## src/rtl/pwm_tbcmp_pkg.sv

```systemverilog
package pwm_tbcmp_pkg;
  // Transfer point of a shadowed register
  typedef enum logic [1:0] {
    LD_ZERO   = 2'b00,
    LD_PRD    = 2'b01,
    LD_DIRECT = 2'b10
  } ld_sel_e;

  localparam int NUM_CH = 2;
endpackage

```

## src/rtl/pwm_tb_counter.sv

```systemverilog
module pwm_tb_counter #(
  parameter int W = 16
) (
  input  logic         clk,
  input  logic         rst,
  input  logic         tick,
  input  logic         mode_ud,
  input  logic [W-1:0] prd_act,
  output logic [W-1:0] cnt,
  output logic         dir_up,
  output logic         at_zero,
  output logic         at_prd,
  output logic         ev_zero,
  output logic         ev_prd
);
  localparam logic [W-1:0] ONE = W'(1);

  logic [W-1:0] cnt_nx;
  logic         dir_nx;

  assign at_zero = (cnt == '0);
  assign at_prd  = (cnt == prd_act);

  always_comb begin
    cnt_nx = cnt;
    dir_nx = dir_up;
    if (!mode_ud) begin
      dir_nx = 1'b1;
      cnt_nx = (cnt >= prd_act) ? '0 : cnt + ONE;
    end else if (prd_act == '0) begin
      dir_nx = 1'b1;
      cnt_nx = '0;
    end else if (dir_up) begin
      if (cnt >= prd_act) begin
        dir_nx = 1'b0;
        cnt_nx = cnt - ONE;
      end else begin
        cnt_nx = cnt + ONE;
      end
    end else begin
      if (at_zero) begin
        dir_nx = 1'b1;
        cnt_nx = ONE;
      end else begin
        cnt_nx = cnt - ONE;
      end
    end
  end

  always_ff @(posedge clk) begin
    if (rst) begin
      cnt     <= '0;
      dir_up  <= 1'b1;
      ev_zero <= 1'b0;
      ev_prd  <= 1'b0;
    end else begin
      ev_zero <= tick & at_zero;
      ev_prd  <= tick & at_prd;
      if (tick) begin
        cnt    <= cnt_nx;
        dir_up <= dir_nx;
      end
    end
  end
endmodule

```

## src/rtl/pwm_shadow.sv

```systemverilog
module pwm_shadow
  import pwm_tbcmp_pkg::*;
#(
  parameter int W = 16
) (
  input  logic         clk,
  input  logic         rst,
  input  logic         tick,
  input  logic         at_zero,
  input  logic         at_prd,
  input  logic [1:0]   sel,
  input  logic [W-1:0] din,
  output logic [W-1:0] act
);
  logic [W-1:0] shd;
  logic         xfer;

  always_comb begin
    unique case (sel)
      LD_ZERO: xfer = tick & at_zero;
      LD_PRD:  xfer = tick & at_prd;
      default: xfer = 1'b0;
    endcase
  end

  always_ff @(posedge clk) begin
    shd <= din;
    if (rst) begin
      act <= din;
    end else if (sel[1]) begin
      act <= din;
    end else if (xfer) begin
      act <= shd;
    end
  end
endmodule

```

## src/rtl/pwm_match.sv

```systemverilog
module pwm_match #(
  parameter int W = 16
) (
  input  logic         clk,
  input  logic         rst,
  input  logic         tick,
  input  logic [W-1:0] cnt,
  input  logic         dir_up,
  input  logic [W-1:0] cmp_act,
  output logic         ev_up,
  output logic         ev_dn
);
  logic hit;
  assign hit = tick & (cnt == cmp_act);

  always_ff @(posedge clk) begin
    if (rst) begin
      ev_up <= 1'b0;
      ev_dn <= 1'b0;
    end else begin
      ev_up <= hit & dir_up;
      ev_dn <= hit & ~dir_up;
    end
  end
endmodule

```

## src/rtl/pwm_tbcmp.sv

```systemverilog
module pwm_tbcmp
  import pwm_tbcmp_pkg::*;
#(
  parameter int W = 16
) (
  input  logic         clk,
  input  logic         rst,
  input  logic         tick_en,
  input  logic         mode_ud,
  input  logic [W-1:0] prd_in,
  input  logic         prd_direct,
  input  logic [W-1:0] cmpa_in,
  input  logic [W-1:0] cmpb_in,
  input  logic [1:0]   a_load_sel,
  input  logic [1:0]   b_load_sel,
  output logic [W-1:0] cnt,
  output logic         dir_up,
  output logic         ev_zero,
  output logic         ev_prd,
  output logic         ev_a_up,
  output logic         ev_a_dn,
  output logic         ev_b_up,
  output logic         ev_b_dn
);
  logic [W-1:0] prd_act;
  logic         at_zero, at_prd;
  logic [1:0]   prd_sel;

  logic [W-1:0] ch_din [NUM_CH];
  logic [1:0]   ch_sel [NUM_CH];
  logic [W-1:0] ch_act [NUM_CH];
  logic         ch_up  [NUM_CH];
  logic         ch_dn  [NUM_CH];

  assign prd_sel   = prd_direct ? LD_DIRECT : LD_ZERO;
  assign ch_din[0] = cmpa_in;
  assign ch_din[1] = cmpb_in;
  assign ch_sel[0] = a_load_sel;
  assign ch_sel[1] = b_load_sel;

  pwm_shadow #(.W(W)) u_prd_shd (
    .clk(clk), .rst(rst), .tick(tick_en), .at_zero(at_zero), .at_prd(at_prd),
    .sel(prd_sel), .din(prd_in), .act(prd_act)
  );

  pwm_tb_counter #(.W(W)) u_cnt (
    .clk(clk), .rst(rst), .tick(tick_en), .mode_ud(mode_ud), .prd_act(prd_act),
    .cnt(cnt), .dir_up(dir_up), .at_zero(at_zero), .at_prd(at_prd),
    .ev_zero(ev_zero), .ev_prd(ev_prd)
  );

  for (genvar g = 0; g < NUM_CH; g++) begin : g_ch
    pwm_shadow #(.W(W)) u_shd (
      .clk(clk), .rst(rst), .tick(tick_en), .at_zero(at_zero), .at_prd(at_prd),
      .sel(ch_sel[g]), .din(ch_din[g]), .act(ch_act[g])
    );
    pwm_match #(.W(W)) u_match (
      .clk(clk), .rst(rst), .tick(tick_en), .cnt(cnt), .dir_up(dir_up),
      .cmp_act(ch_act[g]), .ev_up(ch_up[g]), .ev_dn(ch_dn[g])
    );
  end

  assign ev_a_up = ch_up[0];
  assign ev_a_dn = ch_dn[0];
  assign ev_b_up = ch_up[1];
  assign ev_b_dn = ch_dn[1];
endmodule

```

## config.mk

```make
export PLATFORM = sky130hd
export DESIGN_NAME = pwm_tbcmp
export DESIGN_NICKNAME = d
export VERILOG_FILES = /design/src/rtl/pwm_tbcmp_pkg.sv /design/src/rtl/pwm_tb_counter.sv /design/src/rtl/pwm_shadow.sv /design/src/rtl/pwm_match.sv /design/src/rtl/pwm_tbcmp.sv
export SDC_FILE = /design/constraint.sdc
export NUM_CORES = 1
export LEC_CHECK = 0
export ABC_CLOCK_PERIOD_IN_PS = 3500
export BUFFER_PORTS_ARGS = -buffer_cell sky130_fd_sc_hd__buf_4
export CAP_MARGIN = 20
export CORE_ASPECT_RATIO = 0.75
export CORE_MARGIN = 5
export CORE_UTILIZATION = 45
export DETAILED_ROUTE_END_ITERATION = 8
export PLACE_DENSITY = 0.65
export RECOVER_POWER = 25
export SKIP_LAST_GASP = 1
export SYNTH_ARGS = -nofsm -noshare
export SYNTH_HDL_FRONTEND = slang
export SYNTH_SLANG_ARGS = --single-unit
```

## constraint.sdc

```tcl
create_clock -name clk -period 3.5 [get_ports clk]
set_clock_uncertainty 0.2 [all_clocks]
set_input_delay 0.525 -clock clk [delete_from_list [all_inputs] [get_ports clk]]
set_output_delay 0.525 -clock clk [all_outputs]
set_load 0.005 [all_outputs]
```

==> summary.txt <==
TritonCTS clock tree -> yes
main flop type after synthesis -> sky130_fd_sc_hd__dfxtp_1
number of nets in the layout -> 657
post-detailed-route via-to-cell ratio -> 5.53
hold path start -> cmpb_in[12]
antenna violations before repair -> 0
aggregate global routing overflow -> 0
start point of the critical path -> u_cnt.cnt[10]$_SDFFE_PP0P_
Clock Sinks -> 119
commonest non-fill, non-tap cell in the layout -> sky130_fd_sc_hd__dfxtp_1
shortest period the worst path allows -> 3210 ps
main combinational cell family by area after synthesis -> simple AND/OR/NAND/NOR gates
wire length of the first global-routing pass -> 23200 µm
Synth top area share -> 26.1%
transition time at the pin with the least slew margin -> 690 ps
total number of placement rows -> 35
leakage power of the design -> 0.00279 µW
CTS Root Cell -> sky130_fd_sc_hd__clkbuf_16
post-synthesis net count -> 558
routed length per placed instance -> 19.3 µm
Starting Density -> 45.4%
adder-cell area share of the yosys netlist -> 4.07%
category of the critical setup timing path -> flip-flop to flip-flop
Worst EP arrival -> 3320 ps
type of element launching the critical path -> flip-flop
total count of max-transition violations in the final report -> 0
data required time of the critical path -> 3600 ps
sum of negative setup slack -> 0 ps
Ports -> 80
Setup-failing EPs final -> 0
flops & latches, synth -> 119
total track usage -> 20.4%
Tcrit/Tclk final -> 91.8%
overall via count from detail_route -> 4210
area leader, netlist -> sky130_fd_sc_hd__edfxtp_1
number of detailed-route iterations in the first pass -> 5
DRT antenna net count -> 0
wire length after detailed routing -> 14700 µm
pin count of the biggest net entering global routing -> 27
mean instance size in the synthesized netlist -> 11.5 µm²
Clock Pin Slew Worst Setup and Hold Paths -> 60 ps
share of the core filled with cells -> 57.0%
Inserted Diodes -> 0
maximum clock frequency -> 311 MHz
die outline height -> 106 µm
Max clock buf depth -> 2
# Max-Cap Violations -> 0
type of the most critical hold path -> input pin to flip-flop
most frequent cells in the layout -> sky130_fd_sc_hd__dfxtp_1, sky130_fd_sc_hd__buf_4, sky130_fd_sc_hd__mux2_2, sky130_fd_sc_hd__edfxtp_1, sky130_fd_sc_hd__clkbuf_4
hold buffer count at CTS -> 0
count of routing violations after the opening detailed-route iteration -> 337
Synth area leaders -> sky130_fd_sc_hd__edfxtp_1, sky130_fd_sc_hd__dfxtp_1, sky130_fd_sc_hd__mux2_2
post-route non-filler standard cell count -> 761
die width -> 138 µm
footprint of the flip-flops and latches -> 2860 µm²
share of synthesized cell area in and, or, nand and nor gates -> 12.7%
share of cells above drive strength 1 -> 32.4%
share of flip-flops with an asynchronous set or reset after synthesis -> 0%
RSZ-0062 raised after global routing -> false
total core area -> 12200 µm²
number of clock buffers inserted by TritonCTS -> 17
clock network latency to the later pin of the worst-skew pair -> 410 ps
Port Buffer Count -> 79
area taken by multi-input logic gates -> 2450 µm²
Cell variety after synth -> 64
DRC -> 0
vias in the first global route -> 4251
DPL Wire Length -> 10800 µm
peak fanout along the critical path -> 9
# H-tree levels -> 4
number of instances resized during post-cts repair -> 0
multiplexer share of the synthesized area -> 10.3%
status -> finished clean
final-layout fill cell count -> 1069
launch point of the worst reg-to-reg path -> u_cnt.cnt[10]$_SDFFE_PP0P_
routability-driven placement congestion ratio -> 0.952
total number of yosys warnings -> 0
number of enable-type register cells in the synthesized netlist -> 48
XOR/XNOR share of the synthesized area -> 6.49%
sequential cell area fraction in the yosys report -> 51.7%
post-placement cell count -> 729
Mapped Area -> 5530 µm²
Pwr Density -> 537 nW/µm²
Fin. Hold Viols -> 0
gate count after technology mapping -> 483
worst relative slew slack -> 53.9%
maximum VDD drop -> 367 µV
Area Growth Syn to Fin -> 25.4%
endpoint type of the worst setup path -> flip-flop
Die Footprint -> 14600 µm²
total setup buffers inserted after CTS -> 0
Synth Area in Compound Gates -> 10.7%
-- routing by layer --
| layer | part of all wire, % | GRT usage [%] | up-vias |
|---|---|---|---|
| li1 | - | - | 1991 |
| met1 | 46 | 28.2 | 2040 |
| met2 | 45 | 31.4 | 163 |
| met3 | 7.3 | 5.58 | 16 |
| met4 | 1.5 | 6.42 | 0 |
| met5 | 0 | 0 | - |
-- worst max-delay path: stages (launching register included) --
cell                        delay [ps]
sky130_fd_sc_hd__dfxtp_1           610
sky130_fd_sc_hd__ha_1              350
sky130_fd_sc_hd__a41o_1            240
sky130_fd_sc_hd__a21oi_1           130
sky130_fd_sc_hd__a2bb2oi_1         310
sky130_fd_sc_hd__and4_1            530
sky130_fd_sc_hd__nor2_2            130
sky130_fd_sc_hd__a221o_1           350
sky130_fd_sc_hd__a32o_1            250
-- path summary, 6_finish.rpt --
| path | endpoint | slack (ps) | cells past startpoint |
|---|---|---|---|
| setup / recovery | u_cnt.cnt[11]$_SDFFE_PP0P_ | 290 | 8 |
| hold reg to reg | g_ch[1].u_shd.act[0]$_DFFE_PP_ | 320 | 1 |
| hold / removal | g_ch[1].u_shd.shd[12]$_DFF_P_ | 40 | 1 |
| setup reg to reg | u_cnt.cnt[11]$_SDFFE_PP0P_ | 290 | 8 |
-- area by class of cell --
class / count / area share (%)
Clock buffer: 20 / 6.44
Clock inverter: 12 / 1.51
Inverter: 26 / 1.41
Multi-Input combinational cell: 313 / 35.3
Sequential cell: 119 / 41.3
Tap cell: 166 / 2.99
Timing Repair Buffer: 105 / 11.1
-- sequential cells by signal, indices dropped and copies added, names as in the netlist --
signal	flops
u_prd_shd.shd	16
u_cnt.ev_prd	1
u_cnt.cnt	16
u_cnt.ev_zero	1
g_ch.u_match.ev_dn	2
g_ch.u_shd.act	32
u_prd_shd.act	16
u_cnt.dir_up	1
g_ch.u_shd.shd	32
g_ch.u_match.ev_up	2
-- cells in the mapped netlist (all sizes together), types with 3 or more instances --
cell type  count
a211oi         3
a21oi         16
a31oi          4
a32o           4
and2           3
and3           7
and4           4
buf            9
clkbuf        16
dfxtp         71
edfxtp        48
ha            18
inv           25
mux2          49
nand2         23
nand2b         4
nand3         12
nand4         11
nor2          22
nor3          11
nor4           7
o211ai         3
o21a           4
o21ai         20
o221ai         3
o32ai          7
or3            4
or4            6
xnor2         39
-- power by group --
part | switching [µW] | total [µW] | internal (µW)
logic | 258 | 495 | 237
registers | 56.4 | 1610 | 1560
clock network | 626 | 1620 | 992
-- metrics by stage --
stage | total power, µW | area, µm² | hold slack (ps) | setup WS, ps
6_report | 3720 | 6940 | 35.6 | 286
3_3_place_gp | 2120 | 6400 | 313 | 459
3_5_place_dp | 2130 | 6400 | 315 | 374
5_1_grt | 3860 | 6940 | 30.4 | 106
2_1_floorplan | 1940 | 5530 | 308 | 280
4_1_cts | 3750 | 6960 | 9.61 | 349
-- cells by family after synthesis --
logic type	Yosys count
AO/OA/AOI/OAI	82
multiplexers	51
adder cells (fa/ha/maj)	18
XOR/XNOR	41
buffers and inverters	51
AND/OR/NAND/NOR	121
flip-flops	119
Power figures use the tool's default switching activity.
